### config.mk
export PLATFORM = sky130hd
export DESIGN_NAME = spi_mem_frontend
export DESIGN_NICKNAME = d
export VERILOG_FILES = /design/src/rtl/spi_fe_pkg.sv /design/src/rtl/spi_fe_sync.sv /design/src/rtl/spi_fe_rx.sv /design/src/rtl/spi_fe_tx.sv /design/src/rtl/spi_mem_frontend.sv
export SDC_FILE = /design/constraint.sdc
export NUM_CORES = 1
export LEC_CHECK = 0
export ABC_CLOCK_PERIOD_IN_PS = 4000
export BUFFER_PORTS_ARGS = -buffer_cell sky130_fd_sc_hd__buf_2
export CAP_MARGIN = 20
export CORE_MARGIN = 10
export CORE_UTILIZATION = 55
export DETAILED_ROUTE_END_ITERATION = 6
export PLACE_DENSITY = 0.86
export SYNTH_ARGS = -nofsm -noshare
export SYNTH_HDL_FRONTEND = slang
export SYNTH_SLANG_ARGS = --single-unit
### constraint.sdc
create_clock -name clk_i -period 4 [get_ports clk_i]
set_input_delay 0.8 -clock clk_i [delete_from_list [all_inputs] [get_ports clk_i]]
set_output_delay 0.8 -clock clk_i [all_outputs]
set_load 0.005 [all_outputs]
### src/rtl/spi_fe_pkg.sv
package spi_fe_pkg;

  typedef enum logic [2:0] {
    OP_SETWE, OP_CLRWE, OP_RDST, OP_WRST, OP_RDARR, OP_WRARR, OP_BAD
  } op_e;

  typedef enum logic [3:0] {
    PH_IDLE, PH_OPC, PH_ADDR, PH_RDOUT, PH_STOUT, PH_STIN, PH_WRDATA, PH_SKIP, PH_LOCK
  } phase_e;

  // bit 3 is don't-care
  function automatic op_e op_decode(input logic [7:0] b);
    op_e r;
    if (b[7:4] != 4'h0) r = OP_BAD;
    else begin
      case (b[2:0])
        3'b110:  r = OP_SETWE;
        3'b100:  r = OP_CLRWE;
        3'b101:  r = OP_RDST;
        3'b001:  r = OP_WRST;
        3'b011:  r = OP_RDARR;
        3'b010:  r = OP_WRARR;
        default: r = OP_BAD;
      endcase
    end
    return r;
  endfunction

endpackage

### src/rtl/spi_fe_sync.sv
module spi_fe_sync #(
  parameter int          W       = 4,
  parameter int          STAGES  = 2,
  parameter logic [W-1:0] RST_VAL = '0
) (
  input  logic         clk_i,
  input  logic         rst_ni,
  input  logic [W-1:0] d_i,
  output logic [W-1:0] q_o,
  output logic [W-1:0] rise_o,
  output logic [W-1:0] fall_o
);

  logic [STAGES-1:0][W-1:0] stg_q;
  logic [W-1:0]             prev_q;

  always_ff @(posedge clk_i or negedge rst_ni) begin
    if (!rst_ni) begin
      for (int i = 0; i < STAGES; i++) stg_q[i] <= RST_VAL;
      prev_q <= RST_VAL;
    end else begin
      stg_q[0] <= d_i;
      for (int i = 1; i < STAGES; i++) stg_q[i] <= stg_q[i-1];
      prev_q <= stg_q[STAGES-1];
    end
  end

  assign q_o    = stg_q[STAGES-1];
  assign rise_o = q_o & ~prev_q;
  assign fall_o = ~q_o & prev_q;

endmodule

### src/rtl/spi_fe_rx.sv
module spi_fe_rx #(
  parameter int DW = 8
) (
  input  logic          clk_i,
  input  logic          rst_ni,
  input  logic          clr_i,
  input  logic          shift_i,
  input  logic          bit_i,
  output logic [DW-1:0] byte_o,
  output logic          done_o
);

  localparam int CW = $clog2(DW);

  logic [DW-2:0] sh_q;
  logic [CW-1:0] cnt_q;

  assign byte_o = {sh_q, bit_i};
  assign done_o = shift_i && (cnt_q == CW'(DW-1));

  always_ff @(posedge clk_i or negedge rst_ni) begin
    if (!rst_ni) begin
      sh_q  <= '0;
      cnt_q <= '0;
    end else if (clr_i) begin
      sh_q  <= '0;
      cnt_q <= '0;
    end else if (shift_i) begin
      sh_q  <= byte_o[DW-2:0];
      cnt_q <= done_o ? '0 : cnt_q + 1'b1;
    end
  end

endmodule

### src/rtl/spi_fe_tx.sv
module spi_fe_tx #(
  parameter int DW = 8
) (
  input  logic          clk_i,
  input  logic          rst_ni,
  input  logic          clr_i,
  input  logic          shift_i,
  input  logic [DW-1:0] load_i,
  output logic          so_o,
  output logic          need_o
);

  localparam int CW = $clog2(DW);

  logic [DW-2:0] sh_q;
  logic [CW-1:0] cnt_q;

  // a new byte is taken from load_i on this edge
  assign need_o = shift_i && (cnt_q == '0);

  always_ff @(posedge clk_i or negedge rst_ni) begin
    if (!rst_ni) begin
      sh_q  <= '0;
      cnt_q <= '0;
      so_o  <= 1'b0;
    end else if (clr_i) begin
      sh_q  <= '0;
      cnt_q <= '0;
      so_o  <= 1'b0;
    end else if (need_o) begin
      so_o  <= load_i[DW-1];
      sh_q  <= load_i[DW-2:0];
      cnt_q <= CW'(DW-1);
    end else if (shift_i) begin
      so_o  <= sh_q[DW-2];
      sh_q  <= {sh_q[DW-3:0], 1'b0};
      cnt_q <= cnt_q - 1'b1;
    end
  end

endmodule

### src/rtl/spi_mem_frontend.sv
module spi_mem_frontend
  import spi_fe_pkg::*;
#(
  parameter int ADDR_W      = 17,
  parameter int ADDR_BYTES  = 3,
  parameter int PAGE_W      = 7,
  parameter int SYNC_STAGES = 2
) (
  input  logic              clk_i,
  input  logic              rst_ni,
  input  logic              sck_i,
  input  logic              cs_ni,
  input  logic              si_i,
  input  logic              hold_ni,
  output logic              so_o,
  output logic              so_oe_o,
  input  logic              busy_i,
  input  logic [7:0]        status_i,
  output logic              rd_req_o,
  output logic [ADDR_W-1:0] addr_o,
  input  logic [7:0]        rd_data_i,
  output logic [7:0]        data_o,
  output logic              wen_set_o,
  output logic              wen_clr_o,
  output logic              sr_wr_o,
  output logic              pg_wr_o,
  output logic              pg_end_o
);

  localparam int AB_W = $clog2(ADDR_BYTES + 1);
  localparam int I_SCK = 0, I_CS = 1, I_SI = 2, I_HOLD = 3;

  logic [3:0] sy_q, sy_rise, sy_fall;

  spi_fe_sync #(.W(4), .STAGES(SYNC_STAGES), .RST_VAL(4'b1010)) u_sync (
    .clk_i  (clk_i),
    .rst_ni (rst_ni),
    .d_i    ({hold_ni, si_i, cs_ni, sck_i}),
    .q_o    (sy_q),
    .rise_o (sy_rise),
    .fall_o (sy_fall)
  );

  logic sck_s, cs_n_s, si_s;
  logic sck_rise, sck_fall, cs_rise, cs_fall, hold_rise, hold_fall;
  logic unused_edges;

  assign sck_s        = sy_q[I_SCK];
  assign cs_n_s       = sy_q[I_CS];
  assign si_s         = sy_q[I_SI];
  assign sck_rise     = sy_rise[I_SCK];
  assign sck_fall     = sy_fall[I_SCK];
  assign cs_rise      = sy_rise[I_CS];
  assign cs_fall      = sy_fall[I_CS];
  assign hold_rise    = sy_rise[I_HOLD];
  assign hold_fall    = sy_fall[I_HOLD];
  assign unused_edges = ^{sy_rise[I_SI], sy_fall[I_SI], sy_q[I_HOLD]};

  phase_e            phase_q;
  logic              holding_q;
  logic              active;
  logic              rx_shift, rx_done, tx_shift, tx_need;
  logic [7:0]        rx_byte, tx_load, nxt_q, data_q;
  logic [ADDR_W-1:0] addr_q;
  logic [AB_W-1:0]   abyte_q;
  logic              is_wr_q, wr_any_q, rd_pend_q;
  logic              rd_req_q, wen_set_q, wen_clr_q, sr_wr_q, pg_wr_q, pg_end_q;
  op_e               op;

  // pause edges count only with the serial clock low
  always_ff @(posedge clk_i or negedge rst_ni) begin
    if (!rst_ni)                    holding_q <= 1'b0;
    else if (cs_n_s)                holding_q <= 1'b0;
    else if (hold_fall && !sck_s)   holding_q <= 1'b1;
    else if (hold_rise && !sck_s)   holding_q <= 1'b0;
  end

  assign active   = !cs_n_s && !holding_q;
  assign rx_shift = active && sck_rise &&
                    (phase_q inside {PH_OPC, PH_ADDR, PH_STIN, PH_WRDATA});
  assign tx_shift = active && sck_fall && (phase_q inside {PH_RDOUT, PH_STOUT});
  assign tx_load  = (phase_q == PH_STOUT) ? status_i : nxt_q;
  assign op       = op_decode(rx_byte);

  spi_fe_rx #(.DW(8)) u_rx (
    .clk_i   (clk_i),
    .rst_ni  (rst_ni),
    .clr_i   (cs_fall),
    .shift_i (rx_shift),
    .bit_i   (si_s),
    .byte_o  (rx_byte),
    .done_o  (rx_done)
  );

  spi_fe_tx #(.DW(8)) u_tx (
    .clk_i   (clk_i),
    .rst_ni  (rst_ni),
    .clr_i   (cs_fall),
    .shift_i (tx_shift),
    .load_i  (tx_load),
    .so_o    (so_o),
    .need_o  (tx_need)
  );

  always_ff @(posedge clk_i or negedge rst_ni) begin
    if (!rst_ni) begin
      phase_q   <= PH_IDLE;
      addr_q    <= '0;
      abyte_q   <= '0;
      is_wr_q   <= 1'b0;
      wr_any_q  <= 1'b0;
      nxt_q     <= '0;
      data_q    <= '0;
      rd_pend_q <= 1'b0;
      rd_req_q  <= 1'b0;
      wen_set_q <= 1'b0;
      wen_clr_q <= 1'b0;
      sr_wr_q   <= 1'b0;
      pg_wr_q   <= 1'b0;
      pg_end_q  <= 1'b0;
    end else begin
      rd_req_q  <= 1'b0;
      wen_set_q <= 1'b0;
      wen_clr_q <= 1'b0;
      sr_wr_q   <= 1'b0;
      pg_wr_q   <= 1'b0;
      pg_end_q  <= 1'b0;
      rd_pend_q <= rd_req_q;
      if (rd_pend_q) nxt_q <= rd_data_i;

      if (cs_rise) begin
        if (phase_q == PH_WRDATA && wr_any_q) pg_end_q <= 1'b1;
        phase_q <= PH_IDLE;
      end else if (cs_fall) begin
        phase_q  <= PH_OPC;
        abyte_q  <= '0;
        wr_any_q <= 1'b0;
      end else begin
        // page-local increment after each write byte
        if (pg_wr_q) addr_q[PAGE_W-1:0] <= addr_q[PAGE_W-1:0] + 1'b1;

        if (rx_done) begin
          case (phase_q)
            PH_OPC: begin
              if (busy_i && op != OP_RDST) phase_q <= PH_SKIP;
              else begin
                case (op)
                  OP_SETWE: begin wen_set_q <= 1'b1; phase_q <= PH_SKIP; end
                  OP_CLRWE: begin wen_clr_q <= 1'b1; phase_q <= PH_SKIP; end
                  OP_RDST:  phase_q <= PH_STOUT;
                  OP_WRST:  phase_q <= PH_STIN;
                  OP_RDARR: begin is_wr_q <= 1'b0; phase_q <= PH_ADDR; end
                  OP_WRARR: begin is_wr_q <= 1'b1; phase_q <= PH_ADDR; end
                  default:  phase_q <= PH_LOCK;
                endcase
              end
            end
            PH_ADDR: begin
              addr_q  <= ADDR_W'({addr_q, rx_byte});
              abyte_q <= abyte_q + 1'b1;
              if (abyte_q == AB_W'(ADDR_BYTES - 1)) begin
                if (is_wr_q) phase_q <= PH_WRDATA;
                else begin
                  phase_q  <= PH_RDOUT;
                  rd_req_q <= 1'b1;
                end
              end
            end
            PH_STIN: begin
              sr_wr_q <= 1'b1;
              data_q  <= rx_byte;
              phase_q <= PH_SKIP;
            end
            PH_WRDATA: begin
              pg_wr_q  <= 1'b1;
              data_q   <= rx_byte;
              wr_any_q <= 1'b1;
            end
            default: ;
          endcase
        end

        // prefetch the following byte once the current one is loaded
        if (tx_need && phase_q == PH_RDOUT) begin
          addr_q   <= addr_q + 1'b1;
          rd_req_q <= 1'b1;
        end
      end
    end
  end

  assign so_oe_o   = active && (phase_q inside {PH_RDOUT, PH_STOUT});
  assign rd_req_o  = rd_req_q;
  assign addr_o    = addr_q;
  assign data_o    = data_q;
  assign wen_set_o = wen_set_q;
  assign wen_clr_o = wen_clr_q;
  assign sr_wr_o   = sr_wr_q;
  assign pg_wr_o   = pg_wr_q;
  assign pg_end_o  = pg_end_q;

  // at most one command strobe per cycle
  a_r2_one_strobe: assert property (@(posedge clk_i) disable iff (!rst_ni)
    $onehot0({wen_set_q, wen_clr_q, sr_wr_q, pg_wr_q, pg_end_q}));

  a_r4_addr_step: assert property (@(posedge clk_i) disable iff (!rst_ni)
    (phase_q == PH_RDOUT && $past(phase_q == PH_RDOUT) && rd_req_q)
    |-> addr_q == ADDR_W'($past(addr_q) + 1'b1));

  a_r7_page_fixed: assert property (@(posedge clk_i) disable iff (!rst_ni)
    (phase_q == PH_WRDATA && $past(phase_q == PH_WRDATA))
    |-> $stable(addr_q[ADDR_W-1:PAGE_W]));

  a_r8_lock_quiet: assert property (@(posedge clk_i) disable iff (!rst_ni)
    (phase_q == PH_LOCK) |=> !(rd_req_q || wen_set_q || wen_clr_q || sr_wr_q || pg_wr_q));

  a_r9_busy_drop: assert property (@(posedge clk_i) disable iff (!rst_ni)
    (wen_set_q || wen_clr_q || sr_wr_q) |-> !$past(busy_i));

  a_r10_hold_freeze: assert property (@(posedge clk_i) disable iff (!rst_ni)
    (holding_q && $past(holding_q)) |-> ($stable(so_o) && !so_oe_o));

  a_r11_idle_when_off: assert property (@(posedge clk_i) disable iff (!rst_ni)
    (cs_n_s && $past(cs_n_s)) |-> (phase_q == PH_IDLE && !so_oe_o));

endmodule

After elaboration in Yosys (flattened, before gate mapping)
Cells that the tools add are included.
{"block": "totals", "reg_bits": 82, "output_inout_bits": 33, "elab_cells": 167, "inputBits": 23}
{"block": "op_classes", "n_addsub": 5, "n_reduce_logical": 42, "n_bitwise": 7, "n_mux": 68, "n_eq_ne": 21}
{"operator": "17-bit 2-to-1 mux", "n": 3}
{"operator": "7-bit 2-to-1 mux", "n": 6}
{"operator": "1-bit 2-to-1 mux", "n": 38}
{"operator": "3-bit 2-to-1 mux", "n": 8}
{"operator": "4-bit 2-to-1 mux", "n": 5}
{"operator": "3-bit equality test (second input constant)", "n": 6}
{"operator": "3-bit case mux with 6 select lines", "n": 1}
{"operator": "17-bit by 1-bit adder with 17-bit output (second input constant)", "n": 1}
{"operator": "4-bit case mux with 4 select lines", "n": 1}
{"operator": "2-bit nonzero test", "n": 8}
{"operator": "1-bit logical AND", "n": 13}
{"operator": "3-bit by 2-bit equality test with 1-bit output (second input constant)", "n": 4}
{"operator": "4-bit by 3-bit equality test with 1-bit output (second input constant)", "n": 3}
{"operator": "4-bit case mux with 3 select lines", "n": 1}
{"operator": "3-bit AND reduction", "n": 3}
{"operator": "3-bit nonzero test", "n": 3}
{"operator": "4-bit bitwise AND", "n": 2}
{"operator": "4-bit by 2-bit equality test with 1-bit output (second input constant)", "n": 2}
{"operator": "8-bit 2-to-1 mux", "n": 1}
{"operator": "4-bit inverter", "n": 2}
{"operator": "4-bit AND reduction", "n": 2}
{"operator": "4-bit nonzero test", "n": 2}
{"operator": "7-bit by 1-bit adder with 7-bit output (second input constant)", "n": 1}
{"operator": "3-bit by 1-bit equality test with 1-bit output (second input constant)", "n": 2}
{"operator": "other kinds (16)", "n": 25}

Longest topological paths before layout
{"block": "depth", "ltp_word": 11, "depth_mapped": 10, "ltp_nobuf": 7}

Hierarchy
Synthesis repeated with hierarchy kept, for this count alone.
{"block": "hier_totals", "hier_cells": 412, "area_unflattened_um2": 4408.0}
{"mod": "spi_mem_frontend", "cells_each": 289, "instances": 1, "area_each_um2": 2835.2, "seq_area_each_um2": 1226.2}
{"mod": "spi_fe_tx", "cells_each": 62, "instances": 1, "area_each_um2": 706.9, "seq_area_each_um2": 275.3}
{"mod": "spi_fe_rx", "cells_each": 37, "instances": 1, "area_each_um2": 457.9, "seq_area_each_um2": 250.2}
{"mod": "spi_fe_sync", "cells_each": 24, "instances": 1, "area_each_um2": 407.9, "seq_area_each_um2": 307.8}

Worst setup path before layout
No wires, ideal clock.
{"block": "synth_path", "kind": "register -> register", "from": "register phase_q[3]", "to": "register phase_q[0]", "setup_time_ns": 0.125, "synth_period_minus_slack_ns": 2.442, "slack_ns": 1.558, "arrival_time_ns": 2.317, "t_required_ns": 3.875, "path_buffers": 2, "stages_incl_launch_ff": 8, "cell_sequence": "dfrtp_1 > or3_1 > buf_2 > or4_4 > buf_6 > or2_4 > o21ai_4 > mux2_2"}
{"block": "synth_between", "elab_chain_cells": 6, "word_cells_on_any_way": 15, "cone_classes": "5 x eq/ne; 4 x mux; 6 x reduce/logical"}
{"element": "from (decl)", "line": "spi_mem_frontend.sv:59", "source": "phase_e phase_q;"}
{"element": "from (signal assigned)", "line": "spi_mem_frontend.sv:107", "source": "phase_q <= PH_IDLE;"}
{"element": "from (signal assigned)", "line": "spi_mem_frontend.sv:133", "source": "phase_q <= PH_IDLE;"}
{"element": "from (signal assigned)", "line": "spi_mem_frontend.sv:135", "source": "phase_q <= PH_OPC;"}
{"element": "4-bit by 1-bit equality test with 1-bit output, or another cell as far along", "line": "spi_mem_frontend.sv:80, spi_mem_frontend.sv:143"}
{"element": "4-bit nonzero test", "line": "spi_mem_frontend.sv:80", "source": "(phase_q inside {PH_OPC, PH_ADDR, PH_STIN, PH_WRDATA});"}
{"element": "1-bit logical AND", "line": "spi_mem_frontend.sv:79", "source": "assign rx_shift = active && sck_rise &&"}
{"element": "1-bit logical AND", "line": "spi_fe_rx.sv:19", "source": "assign done_o = shift_i && (cnt_q == CW'(DW-1));"}
{"element": "3-bit nonzero test (no line)"}
{"element": "3-bit AND reduction (no line)"}
Parallel ways exist; a longest one is shown, timed or not. The select of a mux whose other input is x is not followed.
A chain may end at the register's enable or synchronous reset.

Worst setup path in the final report
{"block": "layout_path", "from": "register u_tx.cnt_q[0]", "to": "register addr_q[1], in the netlist addr_o[1]"}
{"block": "layout_between", "elab_chain_cells": 4}
{"element": "from (decl)", "line": "spi_fe_tx.sv:16", "source": "logic [CW-1:0] cnt_q;"}
{"element": "from (signal assigned)", "line": "spi_fe_tx.sv:33", "source": "cnt_q <= CW'(DW-1);"}
{"element": "from (signal assigned)", "line": "spi_fe_tx.sv:37", "source": "cnt_q <= cnt_q - 1'b1;"}
{"element": "3-bit logical NOT", "line": "spi_fe_tx.sv:19", "source": "assign need_o = shift_i && (cnt_q == '0);"}
{"element": "1-bit logical AND", "line": "spi_fe_tx.sv:19"}
{"element": "1-bit logical AND", "line": "spi_mem_frontend.sv:184", "source": "if (tx_need && phase_q == PH_RDOUT) begin"}
{"element": "17-bit 2-to-1 mux", "line": "spi_mem_frontend.sv:184"}
{"element": "to (signal, indexed assignment)", "line": "spi_mem_frontend.sv:140", "source": "if (pg_wr_q) addr_q[PAGE_W-1:0] <= addr_q[PAGE_W-1:0] + 1'b1;"}
{"element": "to (signal assigned)", "line": "spi_mem_frontend.sv:159", "source": "addr_q <= ADDR_W'({addr_q, rx_byte});"}
{"element": "to (signal assigned)", "line": "spi_mem_frontend.sv:185", "source": "addr_q <= addr_q + 1'b1;"}
{"element": "to (decl)", "line": "spi_mem_frontend.sv:64", "source": "logic [ADDR_W-1:0] addr_q;"}
Every way passes these cells.

==> flow_summary.yaml <==
placed_design:
  place.gp.congestion: 0.927
  portBuffers: 55
  hpwlAfterDp_um: 6890
  dp_slack_ns: 1.27
clocking:
  clk_path_buf_depth: 2
  cts_resized: 0
  root_buffer: "clkbuf_8"
  htreeDepth: 3
  clock_latency_ns: 0.35
  clk_transition_reported_paths_ns: 0.08
  cts_hold_buffers: 0
  post_cts_buffers: 0
  cts_tree: "built"
  cts_inserted_buffers: 9
  cts_sinks: 81
setup_path:
  worst_r2r_path_depth: 7
  crit_type: "reg2reg"
  crit_arrival_ns: 3.05
  required_ns: 4.23
  end_kind: "flip-flop"
  cp_slowest_cell: "nor2_1"
  cp-start-kind: "flip-flop"
  r2r_setup_slack_ns: 1.18
  rr_endpoint: "addr_o[1]"
  path_cells: "inv_1, ha_1, nor2b_1, nand4_1, nor2_1, nor2_1, a222oi_1"
  r2r_start: "u_tx.cnt_q[0]"
  slowest_delay_ns: 0.87
  cp_common_cell: "nor2_1"
  crit_fanout: 13
timing:
  maxSlewViolCount: 0
  finalHoldViolCount: 0
  layout_min_cycle_time_ns: 2.82
  tightestPinTransition_ns: 1.09
  finalSetupViolCount: 0
  tns_ns: 0
  rsz0062_at_grt: "no"
  finClkSkew_ns: 0.0101
  max_freq_mhz: 355
  fin_crit_sh: 0.705
  relSlewSlack: 0.269
  holdWs_ns: 0.351
  fin_ws_ns: 1.18
detailed_routing:
  ant_nets: 0
  vias: 3523
  drt_first_iter_violations: 303
  vias_per_cell: 6.20
  wirelength_um: 9950
  remaining_drc_errors: 0
  dr.pass1.iters: 6
  avgRoutedWirePerCell_um: 17.5
yosys:
  synth-main-ff-cell: "dfrtp_1"
  muxShareOfSynthArea: 0.0942
  seq_area_frac_synth: 0.483
  synth_xor_xnor_area_share: 0.00416
  syn_avg_cell_area_sq_um: 9.93
  synth_fa_ha_area_frac: 0.0238
  synth_top_family_by_area: "simple AND/OR/NAND/NOR gates"
  synthCells: 424
  synth_edf_count: 0
  syn_area_sq_um: 4210
  yosysWarnings: 0
  synthesis.nets: 455
  ys_types: 67
  synth-compound-area-share: 0.166
  synth_simple_gate_area_share: 0.183
  async_reset_ff_frac: 1.00
  ys_ff_latch: 81
die:
  row_count: 31
  chipWidth_um: 107
  die_y_um: 107
  die_area_sq_um: 11600
  fp.coreArea_sq_um: 7330
  io_pins: 56
  start_util: 0.574
worst_hold_path:
  hold_start: "u_sync.stg_q[0]"
  min-delay-path-class: "reg2reg"
  holdPathEnd: "u_sync.q_o[0]"
  hold_depth: 0
status:
  run_status: "finished clean"
flow_run:
  max_cap_viol_count: 0
final_layout:
  final_cell_mix: "75 x dfrtp_1, 61 x nor2_1, 54 x buf_2, 36 x a21oi_1, 21 x mux2_2"
  final_common_cell: "dfrtp_1"
  fillers: 574
  antenna_cells: 0
  drive_above_1_share: 0.235
  area_delta_synth_final_pct: 11.8
  nNetsFinal: 495
grt:
  grt_pass1_wl_um: 17100
  grt_start_max_net_pins: 82
  grtUsageTotal: 0.178
  overflow: 0
  grt_pass1_vias: 3442
  antenna_found_initial: 0
power_and_ir_drop:
  p_leak_nw: 2.23
  irDropWorstVdd_mv: 0.338
  cellPowerDensity_nw_per_um2: 427
-- metrics by stage --
step           std cells  instance area [sq um]   util  total power, mW
4_1_cts              568                   4710  0.642             2.01
6_report             568                   4710  0.642             2.01
2_1_floorplan        424                   4210      -             1.30
3_3_place_gp         552                   4520  0.616             1.42
3_5_place_dp         552                   4520  0.616             1.44
5_1_grt              568                   4710  0.642             2.12
-- how the worst max path moves through the flow --
stage | to | cells after the start | from
floorplan | phase_q[0] | 7 | phase_q[3]
global placement | addr_o[1] | 7 | u_tx.cnt_q[0]
detailed placement | addr_o[1] | 7 | u_tx.cnt_q[0]
CTS | addr_o[1] | 7 | u_tx.cnt_q[0]
global route | addr_o[1] | 7 | u_tx.cnt_q[0]
finish | addr_o[1] | 7 | u_tx.cnt_q[0]
-- layer usage --
layer | wire (um) | global-route usage | share of wire
met1 | 4180 | 0.235 | 0.42
met2 | 4700 | 0.280 | 0.47
met3 | 857 | 0.0443 | 0.086
met4 | 212 | 0.0582 | 0.021
met5 | 0 | 0 | 0
-- cells in the mapped netlist (2+ instances only) --
library cell / instances / area share
a211oi_1: 12 / 0.021
a21oi_1: 36 / 0.043
a311oi_1: 5 / 0.010
a31oi_1: 6 / 0.0089
a41oi_1: 3 / 0.0062
and2_1: 2 / 0.0030
and3_1: 4 / 0.0059
and4_1: 4 / 0.0083
buf_2: 5 / 0.0059
buf_6: 2 / 0.0054
clkbuf_1: 21 / 0.019
dfrtp_1: 75 / 0.45
dfstp_2: 6 / 0.037
ha_1: 8 / 0.024
inv_1: 17 / 0.015
mux2_2: 21 / 0.056
mux2i_1: 16 / 0.038
nand2_1: 18 / 0.016
nand3_1: 11 / 0.013
nand3b_1: 2 / 0.0036
nand4_1: 5 / 0.0074
nand4b_1: 2 / 0.0042
nor2_1: 61 / 0.054
nor2b_1: 2 / 0.0030
nor3_1: 9 / 0.011
nor3b_1: 3 / 0.0054
nor4_1: 7 / 0.010
nor4b_1: 2 / 0.0042
o211a_1: 2 / 0.0048
o21ai_0: 10 / 0.012
o22a_1: 3 / 0.0062
o2bb2ai_1: 2 / 0.0042
o31a_1: 2 / 0.0042
o31ai_1: 3 / 0.0054
or2_2: 2 / 0.0030
or3_1: 4 / 0.0059
-- cells by family (layout without fill, tap and decap cells) --
kind of cell,Yosys count,in the layout
fa+ha+maj,8,8
flops,81,81
simple gates,148,148
compound gates,102,102
xor+xnor,2,2
buf+inv,46,91
mux,37,37
-- sequential cells by signal (all words and copies together) (netlist names), 2 cells and up --
signal	flops
u_sync.prev_q	3
u_sync.stg_q	4
phase_q	4
u_rx.cnt_q	3
nxt_q	8
u_rx.sh_q	7
addr_o	17
abyte_q	2
u_tx.cnt_q	3
u_tx.sh_q	7
u_sync.q_o	4
data_o	8
-- final cells by class --
class	count	area, sq um	share of cell area
Tap cell	99	124	0.0263
Sequential cell	81	2030	0.432
Clock inverter	5	58.8	0.0125
Timing Repair Buffer	58	300	0.0638
Multi-Input combinational cell	297	1990	0.424
Inverter	17	63.8	0.0136
Clock buffer	11	131	0.0279
-- power by group --
part	switching (mW)	internal (mW)	leakage [nW]
sequential	0.114	0.887	1.06
clock	0.290	0.289	0.0895
combinational	0.241	0.187	1.07
total	0.645	1.36	2.23
-- critical path: cells and delay by family (launching register included) --
kind                     cells  cell delay [ns]
adder cells (fa/ha/maj)      1             0.17
AO/OA/AOI/OAI                1             0.34
AND/OR/NAND/NOR              4             1.70
flip-flops                   1             0.39
buffers and inverters        1             0.11
Note: power is estimated with default switching activity, not from simulation.
